===== config.mk =====
export PLATFORM = sky130hd
export DESIGN_NAME = page_perm_check
export DESIGN_NICKNAME = d
export VERILOG_FILES = /design/src/rtl/page_perm_pkg.sv /design/src/rtl/pp_rights_unit.sv /design/src/rtl/class_mask_unit.sv /design/src/rtl/fault_encoder.sv /design/src/rtl/page_perm_check.sv
export SDC_FILE = /design/constraint.sdc
export NUM_CORES = 1
export LEC_CHECK = 0
export BUFFER_PORTS_ARGS = -buffer_cell sky130_fd_sc_hd__buf_2
export CAP_MARGIN = 20
export CORE_AREA = 2 2 81 83
export DETAILED_ROUTE_END_ITERATION = 10
export DIE_AREA = 0 0 83 85
export PLACE_DENSITY = 0.66
export SLEW_MARGIN = 10
export SYNTH_ARGS = -nofsm -noshare
export SYNTH_HDL_FRONTEND = slang
export SYNTH_SLANG_ARGS = --single-unit

===== constraint.sdc =====
create_clock -name vclk -period 2.39
set_clock_uncertainty 0.05 [all_clocks]
set_input_delay 0.239 -clock vclk [all_inputs]
set_output_delay 0.239 -clock vclk [all_outputs]
set_load 0.01 [all_outputs]

===== src/rtl/page_perm_pkg.sv =====
package page_perm_pkg;

  // Field positions inside the entry word (decoded by the page walker too).
  localparam int PP_LO_LSB  = 0;
  localparam int NX_BIT     = 2;
  localparam int GUARD_BIT  = 3;
  localparam int CKEY_LO_LSB = 9;
  localparam int CKEY_HI_LSB = 60;
  localparam int PP_HI_BIT  = 63;

  typedef logic [2:0] rights_t;
  localparam rights_t RT_NONE = 3'b000;
  localparam rights_t RT_RD   = 3'b001;
  localparam rights_t RT_WR   = 3'b010;
  localparam rights_t RT_EX   = 3'b100;
  localparam rights_t RT_ALL  = 3'b111;

  typedef enum logic [1:0] {
    ACC_LOAD  = 2'd0,
    ACC_STORE = 2'd1,
    ACC_FETCH = 2'd2,
    ACC_ALT   = 2'd3
  } acc_e;

  localparam logic [1:0] LVL_BASIC = 2'd0;
  localparam logic [1:0] LVL_DMASK = 2'd1;
  localparam logic [1:0] LVL_IMASK = 2'd2;

  // Rights granted by the protection value for the selected key.
  function automatic rights_t pp_table(input logic key, input logic [2:0] pp);
    rights_t r;
    r = RT_NONE;
    if (!key) begin
      case (pp)
        3'd0, 3'd1, 3'd2: r = RT_ALL;
        3'd3, 3'd6:       r = RT_RD | RT_EX;
        default:          r = RT_NONE;
      endcase
    end else begin
      case (pp)
        3'd2:       r = RT_ALL;
        3'd1, 3'd3: r = RT_RD | RT_EX;
        default:    r = RT_NONE;
      endcase
    end
    return r;
  endfunction

  // Right that an access type must hold.
  function automatic rights_t need_of(input logic [1:0] acc);
    rights_t n;
    case (acc)
      ACC_STORE: n = RT_WR;
      ACC_FETCH: n = RT_EX;
      default:   n = RT_RD;
    endcase
    return n;
  endfunction

endpackage


===== src/rtl/pp_rights_unit.sv =====
module pp_rights_unit
  import page_perm_pkg::*;
(
  input  logic       key_bit,
  input  logic [2:0] pp_val,
  output rights_t    pp_rights
);
  always_comb pp_rights = pp_table(key_bit, pp_val);
endmodule


===== src/rtl/class_mask_unit.sv =====
module class_mask_unit
  import page_perm_pkg::*;
#(
  parameter int KEY_W   = 5,
  parameter int MASK_W  = 2 * (1 << KEY_W),
  parameter bit IS_INST = 1'b0
) (
  input  logic [MASK_W-1:0] mask,
  input  logic [KEY_W-1:0]  class_key,
  input  logic              enable,
  output rights_t           allowed
);
  // Field for key k sits at 2*(NKEYS-1-k); NKEYS-1-k is the bitwise inverse of k.
  logic [KEY_W:0] shift;
  logic [1:0]     field;

  always_comb begin
    shift = {~class_key, 1'b0};
    field = mask[shift +: 2];
  end

  generate
    if (IS_INST) begin : g_inst
      logic unused_wr_bit;
      assign unused_wr_bit = field[1];
      always_comb allowed = (enable && field[0]) ? (RT_RD | RT_WR) : RT_ALL;
    end else begin : g_data
      always_comb begin
        allowed = RT_ALL;
        if (enable) begin
          if (field[1]) allowed = allowed & ~RT_WR;
          if (field[0]) allowed = allowed & ~RT_RD;
        end
      end
    end
  endgenerate
endmodule


===== src/rtl/fault_encoder.sv =====
module fault_encoder
  import page_perm_pkg::*;
(
  input  logic [1:0] acc_type,
  input  logic       seg_noexec,
  input  rights_t    pp_rights,
  input  logic       nxg_ex,
  input  rights_t    dmask_rights,
  input  logic       imask_ex,
  input  rights_t    total_rights,
  output logic       granted,
  output logic [2:0] fetch_cause,
  output logic [2:0] data_cause
);
  rights_t need;

  always_comb begin
    need        = need_of(acc_type);
    granted     = 1'b0;
    fetch_cause = 3'b000;
    data_cause  = 3'b000;
    if (acc_type == ACC_FETCH) begin
      if (seg_noexec) begin
        fetch_cause = 3'b001;
      end else begin
        granted = total_rights[2];
        if (!granted) begin
          fetch_cause[0] = !nxg_ex;
          fetch_cause[1] = nxg_ex && !pp_rights[2];
          fetch_cause[2] = !imask_ex;
        end
      end
    end else begin
      granted = (need & ~total_rights) == RT_NONE;
      if (!granted) begin
        data_cause[0] = |(need & ~pp_rights);
        data_cause[1] = (acc_type == ACC_STORE);
        data_cause[2] = |(need & ~dmask_rights);
      end
    end
  end
endmodule


===== src/rtl/page_perm_check.sv =====
module page_perm_check
  import page_perm_pkg::*;
#(
  parameter int KEY_W  = 5,
  parameter int MASK_W = 2 * (1 << KEY_W)
) (
  input  logic [63:0]       pte_word,
  input  logic              seg_kp,
  input  logic              seg_ks,
  input  logic              seg_noexec,
  input  logic              user_mode,
  input  logic [MASK_W-1:0] data_mask,
  input  logic [MASK_W-1:0] inst_mask,
  input  logic [1:0]        feat_level,
  input  logic [1:0]        acc_type,
  output logic [2:0]        rights,
  output logic              granted,
  output logic [2:0]        fetch_cause,
  output logic [2:0]        data_cause
);
  // Named internal events (observed by the bound checker).
  logic             key_bit;
  logic [2:0]       pp_val;
  logic [KEY_W-1:0] class_key;
  logic             dmask_en;
  logic             imask_en;
  rights_t          pp_rights;
  rights_t          nxg_rights;
  rights_t          dmask_rights;
  rights_t          imask_rights;
  rights_t          total_rights;

  logic unused_entry_bits;
  assign unused_entry_bits = ^{pte_word[62], pte_word[59:12], pte_word[8:4]};

  always_comb begin
    key_bit   = user_mode ? seg_kp : seg_ks;
    pp_val    = {pte_word[PP_HI_BIT], pte_word[PP_LO_LSB +: 2]};
    class_key = KEY_W'({pte_word[CKEY_HI_LSB +: 2], pte_word[CKEY_LO_LSB +: 3]});
    dmask_en  = (feat_level != LVL_BASIC);
    imask_en  = (feat_level >= LVL_IMASK);
    nxg_rights = (pte_word[NX_BIT] || pte_word[GUARD_BIT]) ? (RT_RD | RT_WR) : RT_ALL;
  end

  pp_rights_unit u_pp (
    .key_bit   (key_bit),
    .pp_val    (pp_val),
    .pp_rights (pp_rights)
  );

  class_mask_unit #(.KEY_W(KEY_W), .MASK_W(MASK_W), .IS_INST(1'b0)) u_dmask (
    .mask      (data_mask),
    .class_key (class_key),
    .enable    (dmask_en),
    .allowed   (dmask_rights)
  );

  class_mask_unit #(.KEY_W(KEY_W), .MASK_W(MASK_W), .IS_INST(1'b1)) u_imask (
    .mask      (inst_mask),
    .class_key (class_key),
    .enable    (imask_en),
    .allowed   (imask_rights)
  );

  always_comb total_rights = pp_rights & nxg_rights & dmask_rights & imask_rights;
  assign rights = total_rights;

  logic unused_imask_rw;
  assign unused_imask_rw = ^imask_rights[1:0] ^ ^nxg_rights[1:0];

  fault_encoder u_fault (
    .acc_type     (acc_type),
    .seg_noexec   (seg_noexec),
    .pp_rights    (pp_rights),
    .nxg_ex       (nxg_rights[2]),
    .dmask_rights (dmask_rights),
    .imask_ex     (imask_rights[2]),
    .total_rights (total_rights),
    .granted      (granted),
    .fetch_cause  (fetch_cause),
    .data_cause   (data_cause)
  );
endmodule


**After elaboration in Yosys (flattened, before gate mapping)**

Cells that the tools add are included.
Widths: inputs -> output; s select.

- Input port bits: 200
- Output and inout port bits: 10
- Logic and storage cells: 50
- Register bits: 0

- Bitwise operators: 10
- Reduce and logical (&&, ||, !) cells: 14
- Shift-type cells: 2
- Equality and inequality tests: 6
- $lt $le $gt $ge: 1
- Multiplexer cells: 17

Operators by type and width:

| kind | number |
|---|---|
| $shiftx 64x7->1 | 1 |
| $shiftx 64x7->2 | 1 |
| $mux 3 | 8 |
| $and 3x3->3 | 6 |
| $pmux 3 s2 | 3 |
| $not 3->3 | 3 |
| $reduce_or 3->1 | 3 |
| $eq 3x2->1 const B | 2 |
| $logic_not 3->1 | 2 |
| $not 5->5 | 1 |
| $mux 1 | 4 |
| $mux 2 | 2 |
| $reduce_or 2->1 | 2 |
| $eq 3x1->1 const B | 1 |
| $eq 3x3->1 const B | 1 |
| $logic_not 1->1 | 3 |
| $eq 2x1->1 const B | 1 |
| $eq 2x2->1 const B | 1 |
| $ge 2x2->1 const B | 1 |
| $logic_and 1x1->1 | 2 |
| $reduce_bool 2->1 | 1 |
| $logic_or 1x1->1 | 1 |

**Logic depth before layout (Yosys ltp)**

- Depth in word-level cells: 12
- Depth in mapped cells: 9
- Depth with buffers taken out: 6

**Modules after synthesis**

From an unflattened synthesis, not the netlist that was laid out.

- Cells, all modules: 123
- Area, all modules: 1,198.6 um^2

Modules (own cells, without submodules):

| module | cells each | area each (um^2) | instances | sequential area each (um^2) |
|---|---|---|---|---|
| class_mask_unit (u_dmask) | 52 | 614.3 | 1 | 0.0 |
| class_mask_unit (u_imask) | 27 | 306.5 | 1 | 0.0 |
| fault_encoder | 30 | 178.9 | 1 | 0.0 |
| pp_rights_unit | 7 | 50.0 | 1 | 0.0 |
| page_perm_check | 7 | 48.8 | 1 | 0.0 |

**Worst setup path after synthesis**

No wires, ideal clock.

- Path type: input to output
- Start point: input pte_word[9]
- End point: output rights[2]
- Arrival time: 2.014 ns
- Path buffers: 1
- Stages: 7
- Data required time: 2.101 ns
- Path slack: 0.087 ns
- Path through: buf_2 mux4_2 mux4_2 nand2b_1 o2111ai_1 nand2_1 nor3_1

- Word-level cells in the longest chain between the ends: 5

RTL lines:

| what | line | source |
|---|---|---|
| from (decl) | page_perm_check.sv:7 | `input logic [63:0] pte_word,` |
| $not 5->5 | class_mask_unit.sv:18 | `shift = {~class_key, 1'b0};` |
| $shiftx 64x7->1 | class_mask_unit.sv:19 | `field = mask[shift +: 2];` |
| $logic_and 1x1->1 | class_mask_unit.sv:26 | `always_comb allowed = (enable && field[0]) ? (RT_RD \| RT_WR) : RT_ALL;` |
| $mux 3 | class_mask_unit.sv:26 |  |
| $and 3x3->3 | page_perm_check.sv:65 | `always_comb total_rights = pp_rights & nxg_rights & dmask_rights & imask_rights;` |
| to (decl) | page_perm_check.sv:16 | `output logic [2:0] rights,` |

Every way passes these cells.

**Final worst setup path**

- Start point: input pte_word[10]
- End point: output granted

- Word-level cells in the longest chain between the ends: 10
- Elaborated cells on any way between the ends: 15
- Those cells by class: 2 x shift; 6 x mux; 5 x bitwise; 2 x reduce/logical

RTL lines:

| what | line | source |
|---|---|---|
| $not 5->5 * | class_mask_unit.sv:18 |  |
| $shiftx 64x7->2 | class_mask_unit.sv:19 |  |
| $mux 1 or $mux 2 (tied branches) | class_mask_unit.sv:32, class_mask_unit.sv:31 |  |
| $mux 2 | class_mask_unit.sv:30 | `if (enable) begin` |
| $and 3x3->3 | page_perm_check.sv:65 |  |
| $and 3x3->3 * | page_perm_check.sv:65 |  |
| $not 3->3 | fault_encoder.sv:34 | `granted = (need & ~total_rights) == RT_NONE;` |
| $and 3x3->3 | fault_encoder.sv:34 |  |
| $logic_not 3->1 | fault_encoder.sv:34 |  |
| $mux 1 * | fault_encoder.sv:22 | `if (acc_type == ACC_FETCH) begin` |
| to (decl) | page_perm_check.sv:17 | `output logic granted,` |

Mark *: on every way between the ends. The rest lies on a longest branch, timed or not.

==> flow_metrics.py <==
metrics = {
    "power": {
        "leakagePower_nw": 0.991,
        "cellPowerDensity_nw_per_um2": 181,
        "vdd_drop_max_mv": 0.0756,
    },
    "yosys": {
        "synth.area.mux_share_pct": 60.3,
        "ys_seq_area_share_pct": 0,
        "synthSimpleGateAreaFrac_pct": 14.0,
        "synth_area_leaders": "mux4_2, mux4_1, mux2i_1, ha_1, nor2_1",
        "syn_nets": 310,
        "synth_compound_area_share_pct": 16.0,
        "synth_top_cell_area_share_pct": 22.9,
        "synth_top_family_by_area": "multiplexers",
        "netlist_area_um2": 1080,
        "synthAdderAreaFrac_pct": 3.47,
        "synthXorXnorAreaFrac_pct": 0,
        "avgSynthCellArea_um2": 10.1,
        "yosysWarningCount": 0,
        "synth_cell_type_count": 34,
        "synthCells": 107,
        "synth_top_area_cell": "mux4_2",
    },
    "finish": {
        "seq_area_um2": 0,
        "nFlopsAndLatches": 0,
        "fin_area_um2": 1940,
        "utilization_pct": 31.3,
        "drive_above_1_share_pct": 68.8,
        "area.growth.synth_to_final_pct": 79.7,
        "fillCellCount": 665,
        "num_antenna_cells": 0,
        "layout.nets": 442,
        "clock_buffer_count": 0,
    },
    "worst_setup_path": {
        "end_kind": "output pin",
        "crit_arrival_ns": 2.12,
        "required_ns": 2.10,
        "startpoint": "pte_word[10]",
        "critical_path_class": "in -> out",
        "cp-start-kind": "input port",
        "crit_fanout": 6,
        "crit_end": "granted",
    },
    "timing": {
        "grt_setup_unrepaired": "yes",
        "slew_headroom_pct": 74.6,
        "max_freq_mhz": 415,
        "finalHoldWorstSlack_ns": 0.718,
        "setup_tns_ns": -0.0169,
        "fin_crit_ns": 2.41,
        "fin_crit_sh_pct": 101,
        "setup_viol": 1,
        "slew_violations": 0,
        "setup_ws_ns": -0.0169,
        "worst_pin_slew_ns": 0.380,
        "timing_hold_violations_final": 0,
    },
    "placement": {
        "hpwlAfterDp_um": 3830,
        "pre_cts_ws_ns": -0.230,
        "place_congestion": 0.758,
        "place_area_um2": 1880,
        "io_buffers": 124,
    },
    "detailed_routing": {
        "drc": 0,
        "viasPerCell": 4.65,
        "wl_per_cell_um": 13.4,
        "first_pass_iters": 4,
        "drt_iter0_drc": 36,
        "drt_wl_total_um": 4190,
        "vias": 1459,
        "antenna_left": 0,
    },
    "hold_path": {
        "hold_class": "in -> out",
    },
    "global_routing": {
        "grt_max_degree": 15,
        "grt_pass1_vias": 1541,
        "grt_pass1_wl_um": 6580,
        "groute.usage.overall_pct": 11.1,
        "overflow": 0,
        "antenna_found_initial": 0,
    },
    "clock_network": {
        "cts_setup_buffers": 0,
        "cts_hold_buf": 0,
    },
    "status": {
        "outcome": "finished, violations left",
        "violations": "negative setup slack",
    },
    "floorplanning": {
        "dieHeight_um": 85,
        "ios": 210,
        "rows": 29,
        "die_w_um": 83,
        "start_util_pct": 17.4,
        "core_um2": 6200,
        "dieArea_um2": 7060,
    },
    "run": {
        "drv_cap": 0,
    },
}
[layout by cell type, fill, tap and decap left out, types with 3 or more instances in the layout]
| cell | netlist | routed |
|---|---|---|
| ha_1 | 3 | 3 |
| nand2b_1 | 3 | 3 |
| inv_1 | 5 | 5 |
| mux4_1 | 8 | 5 |
| mux4_2 | 11 | 14 |
| nor2_1 | 9 | 9 |
| buf_2 | 3 | 120 |
| mux2_2 | 3 | 3 |
| mux2i_1 | 16 | 16 |
| buf_12 | 0 | 4 |
| a21oi_1 | 5 | 5 |
| o21ai_0 | 3 | 3 |
| nand2_1 | 6 | 6 |
| buf_4 | 1 | 10 |
| a22oi_1 | 4 | 4 |
[power by group]
part,switching [mW],internal [mW]
Sequential,0,0
Clock,0,0
Combinational,0.140,0.213
Total,0.140,0.213
[cell usage after synthesis, drive strengths merged, types with 2 or more instances]
cell	number
mux4	19
buf	6
nor3	4
nor4	2
and2	2
nor2	9
nand2b	3
inv	5
ha	3
a22oi	5
nor2b	2
mux2	3
nand2	6
o21ai	3
mux2i	16
a21oi	5
[cell families after synthesis]
logic type	Yosys count
multiplexers	38
AND/OR/NAND/NOR	31
AO/OA/AOI/OAI	23
buffers and inverters	12
adder cells (fa/ha/maj)	3
[stage by stage]
stage          std cells  power [mW]
3_3_place_gp         314       0.329
4_1_cts              314       0.357
3_5_place_dp         314       0.335
6_report             314       0.353
2_1_floorplan        107       0.171
5_1_grt              314       0.385
[area by class of cell]
cell class	instances	area (µm²)	share of cell area [%]
Timing Repair Buffer	137	786	40.4
Inverter	5	18.8	0.966
Tap cell	77	96.3	4.96
Multi-Input combinational cell	95	1040	53.6
[worst min path at each step]
| stage | start | slack [ns] | endpoint | cells after the start |
|---|---|---|---|---|
| global placement | pte_word[2] | 0.71 | rights[2] | 3 |
| global route | pte_word[3] | 0.74 | rights[2] | 3 |
| floorplan | pte_word[2] | 0.48 | rights[2] | 1 |
| finish | pte_word[2] | 0.72 | rights[2] | 3 |
| detailed placement | pte_word[2] | 0.71 | rights[2] | 3 |
| CTS | pte_word[2] | 0.71 | rights[2] | 3 |
[worst max-delay path: stages]
cell     delay (ns)
buf_12         0.10
mux4_2         0.48
mux4_2         0.50
o22ai_2        0.18
nor3_2         0.07
a22oi_2        0.24
a32o_2         0.21
buf_6          0.10
[routing by layer]
metal | part of all wire [%] | routed length, µm | global-route usage [%]
met4 | 0.69 | 29 | 0.596
met2 | 53 | 2230 | 23.5
met1 | 38 | 1580 | 12.2
met3 | 8.4 | 353 | 1.26
met5 | 0 | 0 | 0
[repair_timing]
action	4_1_cts	5_1_grt
gates resized for setup	15	2
pin swaps	4	6
setup endpoints to repair	6	4
(Power assumes the default switching activity.)
